<file path="src/rtl/ctx_pkg.sv">
`timescale 1ns/1ps
package ctx_pkg;
  typedef enum logic [1:0] {
    CMD_NONE   = 2'd0,
    CMD_LOAD   = 2'd1,
    CMD_SAVE   = 2'd2,
    CMD_SWITCH = 2'd3
  } cmd_e;

  typedef enum logic [2:0] {
    S_IDLE, S_LOOK, S_IN, S_SWAP, S_OUT, S_WT
  } seq_st_e;

  localparam logic [2:0] A_CTRL  = 3'd0;
  localparam logic [2:0] A_SLOT  = 3'd1;
  localparam logic [2:0] A_STASK = 3'd2;
  localparam logic [2:0] A_SVER  = 3'd3;
  localparam logic [2:0] A_LTASK = 3'd4;
  localparam logic [2:0] A_LVER  = 3'd5;
  localparam logic [2:0] A_STAT  = 3'd6;
  localparam logic [2:0] A_INFO  = 3'd7;

  localparam int STAT_W = 5;
endpackage

</file>
<file path="src/rtl/ctx_regs.sv">
`timescale 1ns/1ps
module ctx_regs
  import ctx_pkg::*;
#(
  parameter int BUS_W  = 16,
  parameter int TASK_W = 4,
  parameter int VER_W  = 4,
  parameter int SLOT_W = 2,
  parameter int INFO_W = TASK_W + VER_W + 2
) (
  input  logic              clk_i,
  input  logic              rst_ni,
  input  logic              we_i,
  input  logic [2:0]        addr_i,
  input  logic [BUS_W-1:0]  wdata_i,
  input  logic              busy_i,
  input  logic [STAT_W-1:0] status_i,
  input  logic [INFO_W-1:0] info_i,
  output logic [BUS_W-1:0]  rdata_o,
  output logic              start_o,
  output cmd_e              cmd_o,
  output logic [SLOT_W-1:0] slot_o,
  output logic [TASK_W-1:0] stask_o,
  output logic [VER_W-1:0]  sver_o,
  output logic [TASK_W-1:0] ltask_o,
  output logic [VER_W-1:0]  lver_o
);
  logic accept;
  assign accept = we_i && !busy_i && !start_o;

  always_ff @(posedge clk_i or negedge rst_ni) begin
    if (!rst_ni) begin
      start_o <= 1'b0;
      cmd_o   <= CMD_NONE;
      slot_o  <= '0;
      stask_o <= '0;
      sver_o  <= '0;
      ltask_o <= '0;
      lver_o  <= '0;
    end else begin
      start_o <= 1'b0;
      if (accept) begin
        case (addr_i)
          A_CTRL: if (wdata_i[1:0] != 2'd0) begin
            start_o <= 1'b1;
            cmd_o   <= cmd_e'(wdata_i[1:0]);
          end
          A_SLOT:  slot_o  <= wdata_i[SLOT_W-1:0];
          A_STASK: stask_o <= wdata_i[TASK_W-1:0];
          A_SVER:  sver_o  <= wdata_i[VER_W-1:0];
          A_LTASK: ltask_o <= wdata_i[TASK_W-1:0];
          A_LVER:  lver_o  <= wdata_i[VER_W-1:0];
          default: ;
        endcase
      end
    end
  end

  always_comb begin
    rdata_o = '0;
    case (addr_i)
      A_SLOT:  rdata_o[SLOT_W-1:0] = slot_o;
      A_STASK: rdata_o[TASK_W-1:0] = stask_o;
      A_SVER:  rdata_o[VER_W-1:0]  = sver_o;
      A_LTASK: rdata_o[TASK_W-1:0] = ltask_o;
      A_LVER:  rdata_o[VER_W-1:0]  = lver_o;
      A_STAT:  rdata_o[STAT_W-1:0] = status_i;
      A_INFO:  rdata_o[INFO_W-1:0] = info_i;
      default: rdata_o = '0;
    endcase
  end

  // start only fires from an idle sequencer
  p_start_idle_r2: assert property (@(posedge clk_i) disable iff (!rst_ni)
    start_o |-> !busy_i);
endmodule

</file>
<file path="src/rtl/ctx_cache.sv">
`timescale 1ns/1ps
module ctx_cache #(
  parameter int SLOTS     = 3,
  parameter int CHAIN_LEN = 16,
  parameter int TASK_W    = 4,
  parameter int VER_W     = 4,
  parameter int SLOT_W    = (SLOTS > 1) ? $clog2(SLOTS) : 1
) (
  input  logic                 clk_i,
  input  logic                 rst_ni,
  input  logic                 wr_en_i,
  input  logic [SLOT_W-1:0]    wr_idx_i,
  input  logic [TASK_W-1:0]    wr_task_i,
  input  logic [VER_W-1:0]     wr_ver_i,
  input  logic [CHAIN_LEN-1:0] wr_data_i,
  input  logic                 clean_en_i,
  input  logic [SLOT_W-1:0]    clean_idx_i,
  input  logic [TASK_W-1:0]    lk_task_i,
  input  logic [VER_W-1:0]     lk_ver_i,
  output logic                 hit_o,
  output logic                 task_seen_o,
  output logic [CHAIN_LEN-1:0] hit_data_o,
  input  logic [SLOT_W-1:0]    rd_idx_i,
  output logic                 rd_valid_o,
  output logic                 rd_dirty_o,
  output logic [TASK_W-1:0]    rd_task_o,
  output logic [VER_W-1:0]     rd_ver_o
);
  logic [SLOTS-1:0]     valid_q, dirty_q, task_m, hit_m;
  logic [TASK_W-1:0]    task_q [SLOTS];
  logic [VER_W-1:0]     ver_q  [SLOTS];
  logic [CHAIN_LEN-1:0] data_q [SLOTS];

  for (genvar g = 0; g < SLOTS; g++) begin : g_slot
    always_ff @(posedge clk_i or negedge rst_ni) begin
      if (!rst_ni) begin
        valid_q[g] <= 1'b0;
        dirty_q[g] <= 1'b0;
        task_q[g]  <= '0;
        ver_q[g]   <= '0;
        data_q[g]  <= '0;
      end else if (wr_en_i && (int'(wr_idx_i) == g)) begin
        valid_q[g] <= 1'b1;
        dirty_q[g] <= 1'b1;
        task_q[g]  <= wr_task_i;
        ver_q[g]   <= wr_ver_i;
        data_q[g]  <= wr_data_i;
      end else if (clean_en_i && (int'(clean_idx_i) == g)) begin
        dirty_q[g] <= 1'b0;
      end
    end
    assign task_m[g] = valid_q[g] && (task_q[g] == lk_task_i);
    assign hit_m[g]  = task_m[g] && (ver_q[g] == lk_ver_i);
  end

  // lowest hitting slot wins
  always_comb begin
    hit_data_o = '0;
    for (int i = SLOTS - 1; i >= 0; i--) begin
      if (hit_m[i]) hit_data_o = data_q[i];
    end
  end
  assign hit_o       = |hit_m;
  assign task_seen_o = |task_m;

  always_comb begin
    rd_valid_o = 1'b0;
    rd_dirty_o = 1'b0;
    rd_task_o  = '0;
    rd_ver_o   = '0;
    for (int i = 0; i < SLOTS; i++) begin
      if (int'(rd_idx_i) == i) begin
        rd_valid_o = valid_q[i];
        rd_dirty_o = dirty_q[i];
        rd_task_o  = task_q[i];
        rd_ver_o   = ver_q[i];
      end
    end
  end

  p_wr_range_r10: assert property (@(posedge clk_i) disable iff (!rst_ni)
    wr_en_i |-> (int'(wr_idx_i) < SLOTS));
  p_clean_dirty_r7: assert property (@(posedge clk_i) disable iff (!rst_ni)
    clean_en_i |-> (dirty_q[clean_idx_i] && valid_q[clean_idx_i]));
  p_clean_after_r7: assert property (@(posedge clk_i) disable iff (!rst_ni)
    (clean_en_i && !wr_en_i) |=> !dirty_q[$past(clean_idx_i)]);
endmodule

</file>
<file path="src/rtl/ctx_seq.sv">
`timescale 1ns/1ps
module ctx_seq
  import ctx_pkg::*;
#(
  parameter int SLOTS     = 3,
  parameter int CHAIN_LEN = 16,
  parameter int SLOT_W    = 2,
  parameter int CNT_W     = $clog2(CHAIN_LEN)
) (
  input  logic                 clk_i,
  input  logic                 rst_ni,
  input  logic                 start_i,
  input  cmd_e                 cmd_i,
  input  logic [SLOT_W-1:0]    slot_i,
  input  logic                 hit_i,
  input  logic                 task_seen_i,
  input  logic [CHAIN_LEN-1:0] hit_data_i,
  input  logic                 scan_out_i,
  input  logic                 wt_ack_i,
  output logic                 busy_o,
  output logic                 done_o,
  output logic                 verr_o,
  output logic                 miss_o,
  output logic                 wt_busy_o,
  output logic                 scan_shift_o,
  output logic                 scan_in_o,
  output logic                 swap_o,
  output logic                 wr_en_o,
  output logic [CHAIN_LEN-1:0] wr_data_o,
  output logic                 clean_en_o,
  output logic                 wt_req_o,
  output logic [CHAIN_LEN-1:0] wt_data_o
);
  localparam logic [CNT_W-1:0] LAST = CNT_W'(CHAIN_LEN - 1);

  seq_st_e              state_q;
  cmd_e                 cmd_q;
  logic [CNT_W-1:0]     cnt_q;
  logic [CHAIN_LEN-1:0] sh_q;
  logic                 last;
  logic                 slot_bad;

  assign last     = (cnt_q == LAST);
  assign slot_bad = (int'(slot_i) >= SLOTS);

  always_ff @(posedge clk_i or negedge rst_ni) begin
    if (!rst_ni) begin
      state_q <= S_IDLE;
      cmd_q   <= CMD_NONE;
      cnt_q   <= '0;
      sh_q    <= '0;
      done_o  <= 1'b0;
      verr_o  <= 1'b0;
      miss_o  <= 1'b0;
    end else begin
      case (state_q)
        S_IDLE: if (start_i) begin
          done_o <= 1'b0;
          verr_o <= 1'b0;
          miss_o <= 1'b0;
          cmd_q  <= cmd_i;
          cnt_q  <= '0;
          if ((cmd_i != CMD_LOAD) && slot_bad) begin
            miss_o <= 1'b1;
            done_o <= 1'b1;
          end else if (cmd_i == CMD_SAVE) begin
            state_q <= S_OUT;
          end else begin
            state_q <= S_LOOK;
          end
        end
        S_LOOK: begin
          if (hit_i) begin
            sh_q    <= hit_data_i;
            state_q <= S_IN;
          end else begin
            verr_o  <= task_seen_i;
            miss_o  <= !task_seen_i;
            done_o  <= 1'b1;
            state_q <= S_IDLE;
          end
        end
        S_IN: begin
          sh_q  <= sh_q >> 1;
          cnt_q <= last ? '0 : cnt_q + 1'b1;
          if (last) state_q <= S_SWAP;
        end
        S_SWAP: begin
          if (cmd_q == CMD_SWITCH) begin
            state_q <= S_OUT;
          end else begin
            done_o  <= 1'b1;
            state_q <= S_IDLE;
          end
        end
        S_OUT: begin
          sh_q  <= {scan_out_i, sh_q[CHAIN_LEN-1:1]};
          cnt_q <= last ? '0 : cnt_q + 1'b1;
          if (last) state_q <= S_WT;
        end
        S_WT: if (wt_ack_i) begin
          done_o  <= 1'b1;
          state_q <= S_IDLE;
        end
        default: state_q <= S_IDLE;
      endcase
    end
  end

  assign busy_o       = (state_q != S_IDLE);
  assign wt_busy_o    = (state_q == S_WT);
  assign scan_shift_o = (state_q == S_IN) || (state_q == S_OUT);
  assign scan_in_o    = (state_q == S_IN) && sh_q[0];
  assign swap_o       = (state_q == S_SWAP);
  assign wr_en_o      = (state_q == S_OUT) && last;
  assign wr_data_o    = {scan_out_i, sh_q[CHAIN_LEN-1:1]};
  assign wt_req_o     = (state_q == S_WT);
  assign wt_data_o    = sh_q;
  assign clean_en_o   = (state_q == S_WT) && wt_ack_i;

  p_wt_hold_r7: assert property (@(posedge clk_i) disable iff (!rst_ni)
    (wt_req_o && !wt_ack_i) |=> (wt_req_o && $stable(wt_data_o)));
  p_swap_once_r3: assert property (@(posedge clk_i) disable iff (!rst_ni)
    swap_o |=> !swap_o);
  p_fail_quiet_r4: assert property (@(posedge clk_i) disable iff (!rst_ni)
    (state_q == S_LOOK && !hit_i) |=> (!scan_shift_o && !swap_o && !wt_req_o));
  p_done_no_wt_r7: assert property (@(posedge clk_i) disable iff (!rst_ni)
    $rose(done_o) |-> !wt_req_o);
  p_flags_excl_r5: assert property (@(posedge clk_i) disable iff (!rst_ni)
    !(verr_o && miss_o));
endmodule

</file>
<file path="src/rtl/ctx_col_ctrl.sv">
`timescale 1ns/1ps
module ctx_col_ctrl
  import ctx_pkg::*;
#(
  parameter int BUS_W     = 16,
  parameter int CHAIN_LEN = 16,
  parameter int SLOTS     = 3,
  parameter int TASK_W    = 4,
  parameter int VER_W     = 4
) (
  input  logic                 clk_i,
  input  logic                 rst_ni,
  input  logic                 bus_we_i,
  input  logic [2:0]           bus_addr_i,
  input  logic [BUS_W-1:0]     bus_wdata_i,
  output logic [BUS_W-1:0]     bus_rdata_o,
  output logic                 scan_shift_o,
  output logic                 scan_in_o,
  input  logic                 scan_out_i,
  output logic                 swap_req_o,
  output logic                 wt_req_o,
  output logic [TASK_W-1:0]    wt_task_o,
  output logic [VER_W-1:0]     wt_ver_o,
  output logic [CHAIN_LEN-1:0] wt_data_o,
  input  logic                 wt_ack_i
);
  localparam int SLOT_W = (SLOTS > 1) ? $clog2(SLOTS) : 1;
  localparam int INFO_W = TASK_W + VER_W + 2;

  logic                 start, busy, done, verr, miss, wt_busy;
  cmd_e                 cmd;
  logic [SLOT_W-1:0]    slot;
  logic [TASK_W-1:0]    stask, ltask;
  logic [VER_W-1:0]     sver, lver;
  logic                 hit, task_seen, wr_en, clean_en;
  logic [CHAIN_LEN-1:0] hit_data, wr_data;
  logic                 rd_valid, rd_dirty;
  logic [TASK_W-1:0]    rd_task;
  logic [VER_W-1:0]     rd_ver;
  logic [STAT_W-1:0]    status;
  logic [INFO_W-1:0]    info;

  assign status = {wt_busy, miss, verr, done, busy | start};
  assign info   = {rd_dirty, rd_valid, rd_task, rd_ver};

  ctx_regs #(
    .BUS_W(BUS_W), .TASK_W(TASK_W), .VER_W(VER_W), .SLOT_W(SLOT_W), .INFO_W(INFO_W)
  ) u_regs (
    .clk_i, .rst_ni,
    .we_i(bus_we_i), .addr_i(bus_addr_i), .wdata_i(bus_wdata_i),
    .busy_i(busy), .status_i(status), .info_i(info), .rdata_o(bus_rdata_o),
    .start_o(start), .cmd_o(cmd), .slot_o(slot),
    .stask_o(stask), .sver_o(sver), .ltask_o(ltask), .lver_o(lver)
  );

  ctx_cache #(
    .SLOTS(SLOTS), .CHAIN_LEN(CHAIN_LEN), .TASK_W(TASK_W), .VER_W(VER_W), .SLOT_W(SLOT_W)
  ) u_cache (
    .clk_i, .rst_ni,
    .wr_en_i(wr_en), .wr_idx_i(slot), .wr_task_i(stask), .wr_ver_i(sver),
    .wr_data_i(wr_data), .clean_en_i(clean_en), .clean_idx_i(slot),
    .lk_task_i(ltask), .lk_ver_i(lver),
    .hit_o(hit), .task_seen_o(task_seen), .hit_data_o(hit_data),
    .rd_idx_i(slot), .rd_valid_o(rd_valid), .rd_dirty_o(rd_dirty),
    .rd_task_o(rd_task), .rd_ver_o(rd_ver)
  );

  ctx_seq #(
    .SLOTS(SLOTS), .CHAIN_LEN(CHAIN_LEN), .SLOT_W(SLOT_W)
  ) u_seq (
    .clk_i, .rst_ni,
    .start_i(start), .cmd_i(cmd), .slot_i(slot),
    .hit_i(hit), .task_seen_i(task_seen), .hit_data_i(hit_data),
    .scan_out_i, .wt_ack_i,
    .busy_o(busy), .done_o(done), .verr_o(verr), .miss_o(miss), .wt_busy_o(wt_busy),
    .scan_shift_o, .scan_in_o, .swap_o(swap_req_o),
    .wr_en_o(wr_en), .wr_data_o(wr_data), .clean_en_o(clean_en),
    .wt_req_o, .wt_data_o
  );

  assign wt_task_o = stask;
  assign wt_ver_o  = sver;

  p_wt_tag_stable_r7: assert property (@(posedge clk_i) disable iff (!rst_ni)
    (wt_req_o && !wt_ack_i) |=> ($stable(wt_task_o) && $stable(wt_ver_o)));
  p_swap_no_shift_r8: assert property (@(posedge clk_i) disable iff (!rst_ni)
    !(swap_req_o && scan_shift_o));
endmodule

</file>
<file path="config.mk">
export PLATFORM = sky130hd
export DESIGN_NAME = ctx_col_ctrl
export DESIGN_NICKNAME = d
export VERILOG_FILES = /design/src/rtl/ctx_pkg.sv /design/src/rtl/ctx_regs.sv /design/src/rtl/ctx_cache.sv /design/src/rtl/ctx_seq.sv /design/src/rtl/ctx_col_ctrl.sv
export SDC_FILE = /design/constraint.sdc
export NUM_CORES = 1
export LEC_CHECK = 0
export BUFFER_PORTS_ARGS = -buffer_cell sky130_fd_sc_hd__buf_4
export CAP_MARGIN = 0
export CELL_PAD_IN_SITES_DETAIL_PLACEMENT = 0
export CELL_PAD_IN_SITES_GLOBAL_PLACEMENT = 1
export CORE_MARGIN = 3
export CORE_UTILIZATION = 43
export CTS_CLUSTER_DIAMETER = 30
export DETAILED_ROUTE_END_ITERATION = 8
export GPL_TIMING_DRIVEN = 0
export PLACE_DENSITY_LB_ADDON = 0.15
export SETUP_SLACK_MARGIN = 0.2
export SYNTH_ARGS = -nofsm -noshare
export SYNTH_HDL_FRONTEND = slang
export SYNTH_SLANG_ARGS = --single-unit
export TNS_END_PERCENT = 20
</file>
<file path="constraint.sdc">
create_clock -name clk_i -period 2 [get_ports clk_i]
set_clock_uncertainty 0.05 [all_clocks]
set_input_delay 0.4 -clock clk_i [delete_from_list [all_inputs] [get_ports clk_i]]
set_output_delay 0.4 -clock clk_i [all_outputs]
set_load 0.02 [all_outputs]
</file>
Word level (Yosys, flattened, before mapping)
Cells that the tools add are included.
Widths: inputs -> output; s select.
- flip-flop bits (word level): 127
- latch bits: 0
- RAM bits: 0
- bits in read-only memories: 0
- input port bits: 24
- output and inout bits: 44
- logic and storage cells: 166
- memories: 0
- add/subtract/negate cells: 1
- $mul: 0
- div/mod/pow operators: 0
- magnitude comparators: 1
- equal/unequal tests: 32
- shifts and indexed selects: 0
- muxes and demuxes: 53
- bitwise operators: 1
- reductions and logical operators: 49
- operator list (kind ; number):
    $mux 16 ; 4
    $pmux 16 s3 ; 1
    $mux 4 ; 8
    $eq 4x4->1 ; 6
    $mux 1 ; 23
    $mux 3 ; 7
    $eq 3x3->1 const B ; 6
    $logic_and 1x1->1 ; 18
    $pmux 3 s6 ; 1
    $reduce_and 2->1 ; 8
    $pmux 2 s7 ; 1
    $eq 3x2->1 const B ; 4
    $pmux 2 s6 ; 1
    $reduce_bool 2->1 ; 6
    $ne 2x2->1 const B ; 5
    $reduce_and 5->1 ; 2
    $eq 2x2->1 const B ; 4
    $ne 2x1->1 const B ; 4
    $pmux 4 s2 ; 1
    $eq 3x1->1 const B ; 2
    $logic_not 3->1 ; 2
    $pmux 1 s2 ; 3
    $reduce_and 3->1 ; 2
    $reduce_bool 3->1 ; 2
    13 further kinds ; 16

Logic depth before layout (Yosys ltp)
Gate-level depths: netlist of run 1.
- depth in word-level cells: 8
- depth in mapped cells: 9
- depth with buffers taken out: 7

Cells and area by module
From an unflattened synthesis of run 1, not the netlist that was laid out.
- cell total of the unflattened synthesis: 594
- area total of the unflattened synthesis: 6708.9 um^2
- modules (own cells, without submodules) (module ; times used ; cells each ; area each (um^2) ; sequential area each (um^2)):
    ctx_cache ; 1 ; 318 ; 3821.2 ; 1951.9
    ctx_seq ; 1 ; 173 ; 1669.1 ; 700.7
    ctx_regs ; 1 ; 102 ; 1212.4 ; 525.5
    ctx_col_ctrl ; 1 ; 1 ; 6.3 ; 0.0

Worst setup path before layout of run 1
OpenSTA, ideal clock, no wires.
- path type: register -> output
- from: register u_regs.slot_o[1]
- to: output bus_rdata_o[4]
- data arrival time: 1.621 ns
- path slack: -0.071 ns
- stages on the path, launching flop included: 6
- path through: dfrtp_1 clkbuf_1 buf_1 mux2i_1 o221ai_1 o2111a_1
- word-level cells in the longest chain between the ends: 5
- elaborated cells between the ends (all ways): 7
- ends and longest elaborated chain (item ; line ; text):
    start: declaration ; ctx_regs.sv:22 ; output logic [SLOT_W-1:0] slot_o,
    start signal: assignment ; ctx_regs.sv:48 ; A_SLOT: slot_o <= wdata_i[SLOT_W-1:0];
    $logic_not 2->1 ; ctx_cache.sv:72 ; if (int'(rd_idx_i) == i) begin
    $mux 4 (2 in a row) ; ctx_cache.sv:72 ;
    $mux 4 (*) ; ctx_cache.sv:72 ;
    $pmux 1 s2 (*) ; ctx_regs.sv:61 ; case (addr_i)
    end: declaration ; ctx_col_ctrl.sv:16 ; output logic [BUS_W-1:0] bus_rdata_o,
Every way passes the cells marked *; elsewhere a longest branch is shown, timed or not.

Worst setup path after layout of run 1
- from: register u_seq.state_q[1]
- to: output bus_rdata_o[0]
- word-level cells in the longest chain between the ends: 3
- ends and longest elaborated chain (item ; line ; text):
    start: declaration ; ctx_seq.sv:36 ; seq_st_e state_q;
    start signal: assignment ; ctx_seq.sv:48 ; state_q <= S_IDLE;
    start signal: assignment ; ctx_seq.sv:67 ; state_q <= S_OUT;
    start signal: assignment ; ctx_seq.sv:69 ; state_q <= S_LOOK;
    $reduce_bool 3->1 ; ctx_seq.sv:110 ; assign busy_o = (state_q != S_IDLE);
    $or 1x1->1 ; ctx_col_ctrl.sv:43 ; assign status = {wt_busy, miss, verr, done, busy | start};
    $pmux 2 s7 ; ctx_regs.sv:61 ;
No other way between the ends.

==> impl_metrics.csv, run 1 <==
group,metric,value,unit
route,vias,4924,
timing,fin_setup_tns,-9.80,ns
worst_setup_path,critPathMaxFanout,4,
outcome,violations,"negative setup slack",
power_and_ir_drop,p_comb_share,35.5,%
yosys,ys_warn_count,0,
die,die_w,128,microns
global_route,antenna_found_initial,0,
worst_setup_path,startpoint_type,"flop",
finish,fin_nets,710,
route,dr.pass1.iters,5,
yosys,synth_top_family_by_area,"multiplexers",
yosys,synthMuxAreaShare,21.5,%
power_and_ir_drop,swShare,34.9,%
finish,final_layout_size_suffix_gt1_share,43.8,%
route,drt-total-wl,17600,microns
yosys,synth_xor_area_share,3.40,%
placed_design,place.gp.congestion,0.840,
route,post_drt_wl_per_cell,19.9,microns
global_route,grt_max_degree,93,
placed_design,place_area,7100,sq um
yosys,ys_top_cells_by_count,"dfrtp_1, mux2_2, nand2_1",
power_and_ir_drop,p_leak,0.00406,uW
die,die-height,128,microns
yosys,ys_seq_area_share,49.3,%
power_and_ir_drop,pwr-share-clk,30.3,%
finish,finalNonFillerCells,882,
worst_hold_path,hold_path_class,"primary input to flop",
timing,worst_slew_pin_slew,0.664,ns
worst_hold_path,hold_path_end,"u_regs.stask_o[2]$_DFFE_PN0P_",
clock_tree,clockBufferDepth,2,
yosys,synth_top_area_share,49.3,%
yosys,synth_cell_type_count,55,
yosys,syn_area,6440,sq um
worst_setup_path,r2r-end,"u_seq.wt_data_o[12]$_DFFE_PN0P_",
clock_tree,cts_root_buf,"clkbuf_16",
power_and_ir_drop,seqPwrFrac,34.2,%
timing,rsz0062_at_grt,"yes",
route,drt_iter0_markers,339,
timing,finalHoldViolations,0,
clock_tree,clock_sinks,127,
yosys,async_reset_ff_share,100,%
power_and_ir_drop,p_switching,3650,uW
die,dieArea,16500,sq um
power_and_ir_drop,intPower,6810,uW
timing,drv_slew,0,
timing,post-route-period-util,124,%
global_route,grt_pass1_vias,4910,
clock_tree,insertion_delay,0.42,ns
finish,antenna_cells,0,
finish,fillers,1206,
worst_setup_path,crit_required,1.55,ns
timing,fin_crit,2.48,ns
die,core_area,14600,sq um
global_route,grt_usage,21.9,%
run,cap_violations,0,
global_route,grt_pass1_wl,27800,microns
route,ant_nets,0,
timing,relSlewSlack,55.3,%
worst_hold_path,hold_depth,2,
clock_tree,numCtsBuffers,17,
yosys,synth_area_leader_cell,"dfrtp_1",
yosys,yosys_register_bits,127,
route,drc_errors,0,
clock_tree,cts_tree,"built",
clock_tree,clk_pin_slew_worst_paths,0.06,ns
worst_setup_path,reg2reg_slack,-0.39,ns
power_and_ir_drop,peakVddDrop,0.000860,V
worst_setup_path,worstSetupEndpointType,"primary output",
placed_design,hpwlAfterDp,11400,microns
clock_tree,cts-htree-levels,4,
worst_setup_path,rr_worst_depth,13,
placed_design,dp.cells,814,
placed_design,port_buffers,49,
power_and_ir_drop,power.density,1230,nW/um^2
die,initial_utilization,44.2,%
worst_setup_path,cp-startpoint,"u_seq.state_q[1]$_DFFE_PN0P_",
route,via_per_inst,5.58,
yosys,synthAdderAreaFrac,0.194,%
finish,final_cell_area,8520,sq um
timing,fin_ws,-0.477,ns
outcome,status,"finished with violations",
yosys,synth_compound_area_share,10.9,%
timing,max_freq,404,MHz
timing,finalSetupViolCount,34,
worst_setup_path,path_class,"flop to primary output",
yosys,synth_area_leaders,"dfrtp_1, mux2_2, mux2i_1",
yosys,synth_cells,575,
yosys,synth_edf_count,0,
worst_hold_path,hold_start,"bus_wdata_i[2]",
worst_setup_path,arrival,2.03,ns
yosys,ys.flop_type,"dfrtp_1",
placed_design,post-place-ws,-0.563,ns
yosys,synth-simple-area-share,11.1,%
die,core.rowCount,44,
die,io_pins,68,
worst_setup_path,rr_startpoint,"u_seq.state_q[1]$_DFFE_PN0P_",
yosys,yosysMostFrequentCell,"dfrtp_1",
finish,area_growth,32.2,%
yosys,synth_area_per_cell,11.2,sq um
global_route,gr-total-overflow,0,
-- critical path, cell delays in order (launching register included) --
cell and delay [ns]:
dfrtp_1 0.37, buf_6 0.13, nor4_4 0.35, nand2_1 0.09
o211ai_1 0.12, nor2_1 0.07, a221o_1 0.33, buf_6 0.15
-- cell families after synthesis --
| logic type | after synthesis |
|---|---|
| other cells | 1 |
| fa+ha+maj | 1 |
| mux | 126 |
| compound gates | 100 |
| simple gates | 152 |
| flops | 127 |
| xor+xnor | 25 |
| buf+inv | 43 |
-- layout make-up --
type                       instances  area (sq um)  share of cell area (%)
clock buffer                      18           439                    5.16
sequential                       127          3180                    37.4
buffer                            42           437                    5.13
timing repair buffer              86           802                    9.42
multi-input combinational        410          3250                    38.2
tap                              184           230                    2.70
inverter                           1          7.51                  0.0881
clock inverter                    14           165                    1.94
-- power groups by stage --
| stage | Sequential, uW | Combinational (uW) | Clock (uW) |
|---|---|---|---|
| global placement | 3580 | 2730 | 0 |
| detailed placement | 3600 | 2780 | 0 |
| CTS | 3550 | 3260 | 3230 |
| floorplan | 3620 | 1670 | 0 |
| finish | 3580 | 3710 | 3170 |
| global route | 3660 | 3980 | 3360 |
-- through the flow --
stage	power [uW]	hold slack [ns]	util, %
floorplan	5290	0.0544	-
global placement	6310	0.419	48.4
detailed placement	6380	0.278	48.7
CTS	10100	0.189	55.6
global route	11000	0.196	58.4
finish	10500	0.200	58.4
-- state kept, by name (all words and copies together), names as in the netlist --
signal	flops
u_cache.data_q	48
u_seq.wt_data_o	16
u_cache.task_q	12
u_cache.ver_q	12
u_regs.ltask_o	4
u_regs.lver_o	4
u_regs.stask_o	4
u_regs.sver_o	4
u_seq.cnt_q	4
u_cache.dirty_q	3
u_cache.valid_q	3
u_seq.state_q	3
u_regs.cmd_o	2
u_regs.slot_o	2
u_seq.cmd_q	2
u_regs.start_o	1
u_seq.done_o	1
u_seq.miss_o	1
u_seq.verr_o	1
-- layout by cell type (no fill, tap or decap), drive strengths merged, types with 10 or more instances in the layout --
cell	instances
a21oi	23
a22o	16
buf	106
clkbuf	39
dfrtp	127
mux2	98
mux2i	28
nand2	52
nand3	10
nor2	46
o21ai	14
o31ai	16
xnor2	18
-- worst max path at each step --
| stage | endpoint | slack (ns) | cells past startpoint |
|---|---|---|---|
| after CTS | bus_rdata_o[0] | -0.43 | 7 |
| final | bus_rdata_o[0] | -0.48 | 7 |
| after detailed placement | u_cache.data_q[14]$_DFFE_PN0P_ | -0.56 | 6 |
| after global placement | u_cache.data_q[13]$_DFFE_PN0P_ | -0.53 | 6 |
| after global routing | bus_rdata_o[0] | -0.56 | 7 |
| after floorplan | u_seq.done_o$_DFFE_PN0P_ | 0.07 | 6 |
-- timing repair --
action	4_1_cts	5_1_grt
endpoints found under the hold margin	35	0
setup buffers	13	20
gates cloned	0	2
gates resized for setup	91	66
pin swaps	7	20
hold buffers	1	0
endpoints found under the setup margin	138	120
-- per-layer routing --
metal | global-route usage [%] | vias up | share of wire (%)
met2 | 33.4 | 125 | 47
li1 | - | 2277 | -
met3 | 4.90 | 24 | 5.2
met5 | 0 | - | 0
met1 | 31.2 | 2498 | 47
met4 | 6.99 | 0 | 1.4
Power figures use the tool's default switching activity.
==> run 2: changes to the inputs <==
BUFFER_PORTS_ARGS = -buffer_cell sky130_fd_sc_hd__buf_2   (was -buffer_cell sky130_fd_sc_hd__buf_4)
==> run 2 against run 1 <==
The run still ends with negative setup slack left. Non-clock buffer count shrank 5. Clock power grew 13%. Setup slack improved by 0.050 ns. Final cell count shrank 0.57%. First-iteration DRC count shrank 4.1%. Largest cell class unchanged.
==> impl_metrics.csv, run 2 (synthesized netlist as in run 1, its figures left out) <==
group,metric,value,unit
die,io_pins,68,
clock_tree,clk_pin_slew_worst_paths,0.06,ns
power_and_ir_drop,p_comb_share,33.6,%
outcome,status,"finished with violations",
worst_setup_path,startpoint_type,"flop",
timing,finalHoldViolations,0,
die,core_area,14600,sq um
global_route,grt_pass1_wl,28000,microns
clock_tree,clock_sinks,127,
die,core.rowCount,44,
global_route,use_met1,31.9,%
finish,area_growth,32.6,%
power_and_ir_drop,intPower,7160,uW
finish,fin_nets,705,
power_and_ir_drop,power,10800,uW
route,drc_errors,0,
power_and_ir_drop,p_switching,3670,uW
route,dr.pass1.iters,5,
worst_setup_path,crit_required,1.55,ns
clock_tree,insertion_delay,0.42,ns
power_and_ir_drop,peakVddDrop,0.000986,V
placed_design,hpwlAfterDp,11400,microns
global_route,grt_usage,22.3,%
global_route,gr-total-overflow,0,
timing,post-route-period-util,121,%
timing,worst_slew_pin_slew,0.518,ns
clock_tree,clockBufferDepth,2,
route,drt-total-wl,17900,microns
timing,max_freq,412,MHz
route,drt_iter0_markers,325,
finish,fillers,1184,
worst_hold_path,hold_path_class,"primary input to flop",
route,ant_nets,0,
die,die_w,128,microns
worst_setup_path,arrival,1.98,ns
clock_tree,cts_tree,"built",
timing,fin_ws,-0.427,ns
die,dieArea,16500,sq um
timing,fin_crit,2.43,ns
power_and_ir_drop,swShare,33.9,%
timing,rsz0062_at_grt,"yes",
global_route,grt_pass1_vias,4931,
placed_design,port_buffers,49,
global_route,grtUsageMet2,33.2,%
power_and_ir_drop,seqPwrFrac,33.3,%
clock_tree,numCtsBuffers,17,
timing,drv_slew,0,
global_route,antenna_found_initial,0,
clock_tree,cts_root_buf,"clkbuf_16",
finish,final_layout_size_suffix_gt1_share,42.9,%
placed_design,place.gp.congestion,0.832,
finish,largest_register_ffs,48,
finish,final_util,58.5,%
global_route,top_usage_layer,"met2",
die,die-height,128,microns
finish,layout_commonest_cell,"dfrtp_1",
finish,antenna_cells,0,
run,cap_violations,0,
die,initial_utilization,44.2,%
timing,finalSetupViolCount,33,
outcome,violations,"negative setup slack",
power_and_ir_drop,p_leak,0.00415,uW
global_route,grt_max_degree,95,
route,via_per_inst,5.65,
route,post_drt_wl_per_cell,20.4,microns
worst_setup_path,path_class,"flop to primary output",
global_route,met3_usage,5.98,%
worst_setup_path,worstSetupEndpointType,"primary output",
clock_tree,cts-htree-levels,4,
finish,regMostFlops,"u_cache.data_q",
power_and_ir_drop,pwr-share-clk,33.1,%
worst_setup_path,critPathMaxFanout,4,
route,vias,4952,
timing,relSlewSlack,65.4,%
finish,layout_common_cells,"dfrtp_1, mux2_2, nand2_1, nor2_1, buf_2",
power_and_ir_drop,power.density,1270,nW/um^2
## run 2: changes by cell type in the layout (fill, tap and decap cells not counted), moves of 4 or more
cell / previous run / this run
dfrtp_1: 122 / 118
mux2_4: 2 / 13
buf_4: 71 / 30
mux2_2: 95 / 84
o21ai_1: 6 / 2
o21ai_0: 7 / 11
dfrtp_2: 5 / 9
clkbuf_4: 1 / 6
clkinv_2: 5 / 1
nor2_1: 32 / 43
buf_2: 1 / 37
nor2_2: 13 / 1
## run 2: critical path: stages (launching register included)
cell and delay (ns):
dfrtp_1 0.37, buf_6 0.13, nor4_4 0.35, nand2_1 0.09, o211ai_1 0.10, nor2_1 0.06
a221o_1 0.31, buf_6 0.15
## run 2: power by group through the flow
stage | clock network (uW) | logic [uW] | registers [uW]
after floorplan | 0 | 1670 | 3620
after global placement | 0 | 2600 | 3570
after detailed placement | 0 | 2650 | 3600
after CTS | 3640 | 3300 | 3570
after global routing | 3760 | 3920 | 3670
final | 3590 | 3640 | 3600
## run 2: metrics by stage
step	TNS, ns	setup slack [ns]	std cells	hold slack, ns	area, sq um
after CTS	-7.36	-0.423	863	0.211	8220
after global placement	-189.81	-1.19	813	0.419	6940
after detailed placement	-43.16	-0.567	814	0.269	6980
final	-8.87	-0.427	877	0.232	8540
after floorplan	0	0.0664	580	0.0544	6470
after global routing	-11.72	-0.512	877	0.231	8540
## run 2: path summary, 6_finish.rpt
kind,slack [ns],endpoint,start,cells past startpoint
worst min register to register,0.43,u_cache.dirty_q[1]$_DFFE_PN0P_,u_cache.dirty_q[1]$_DFFE_PN0P_,2
max in group asynchronous,0.72,u_regs.lver_o[2]$_DFFE_PN0P_,rst_ni,3
worst min-delay path,0.23,u_regs.ltask_o[3]$_DFFE_PN0P_,bus_wdata_i[3],2
worst max-delay path,-0.43,bus_rdata_o[0],u_seq.state_q[1]$_DFFE_PN0P_,7
worst max register to register,-0.33,u_seq.wt_data_o[6]$_DFFE_PN0P_,u_seq.state_q[1]$_DFFE_PN0P_,12
min in group asynchronous,0.39,u_seq.state_q[2]$_DFFE_PN0P_,rst_ni,2
## run 2: what timing repair did
| item | 4_1_cts | 5_1_grt |
|---|---|---|
| endpoints found under the setup margin | 139 | 120 |
| resized for setup | 121 | 48 |
| hold endpoints to repair | 33 | 0 |
| pin swaps | 12 | 22 |
| hold buffers | 1 | 0 |
| cloned | 2 | 0 |
| setup buffers | 14 | 14 |
## run 2: cell type report
cell class	instances	area, sq um	area share [%]
multi-input cells	410	3310	38.8
flip-flops and latches	127	3190	37.4
repair buffers	81	666	7.80
clock buffers	19	453	5.30
plain buffers	42	447	5.23
clock inverters	13	234	2.74
well taps	184	230	2.70
inverters	1	7.51	0.0879
## run 2: routing by layer
| metal | routed length (microns) | part of all wire (%) |
|---|---|---|
| met2 | 8440 | 47 |
| met5 | 0 | 0 |
| met3 | 795 | 4.4 |
| met1 | 8440 | 47 |
| met4 | 200 | 1.1 |
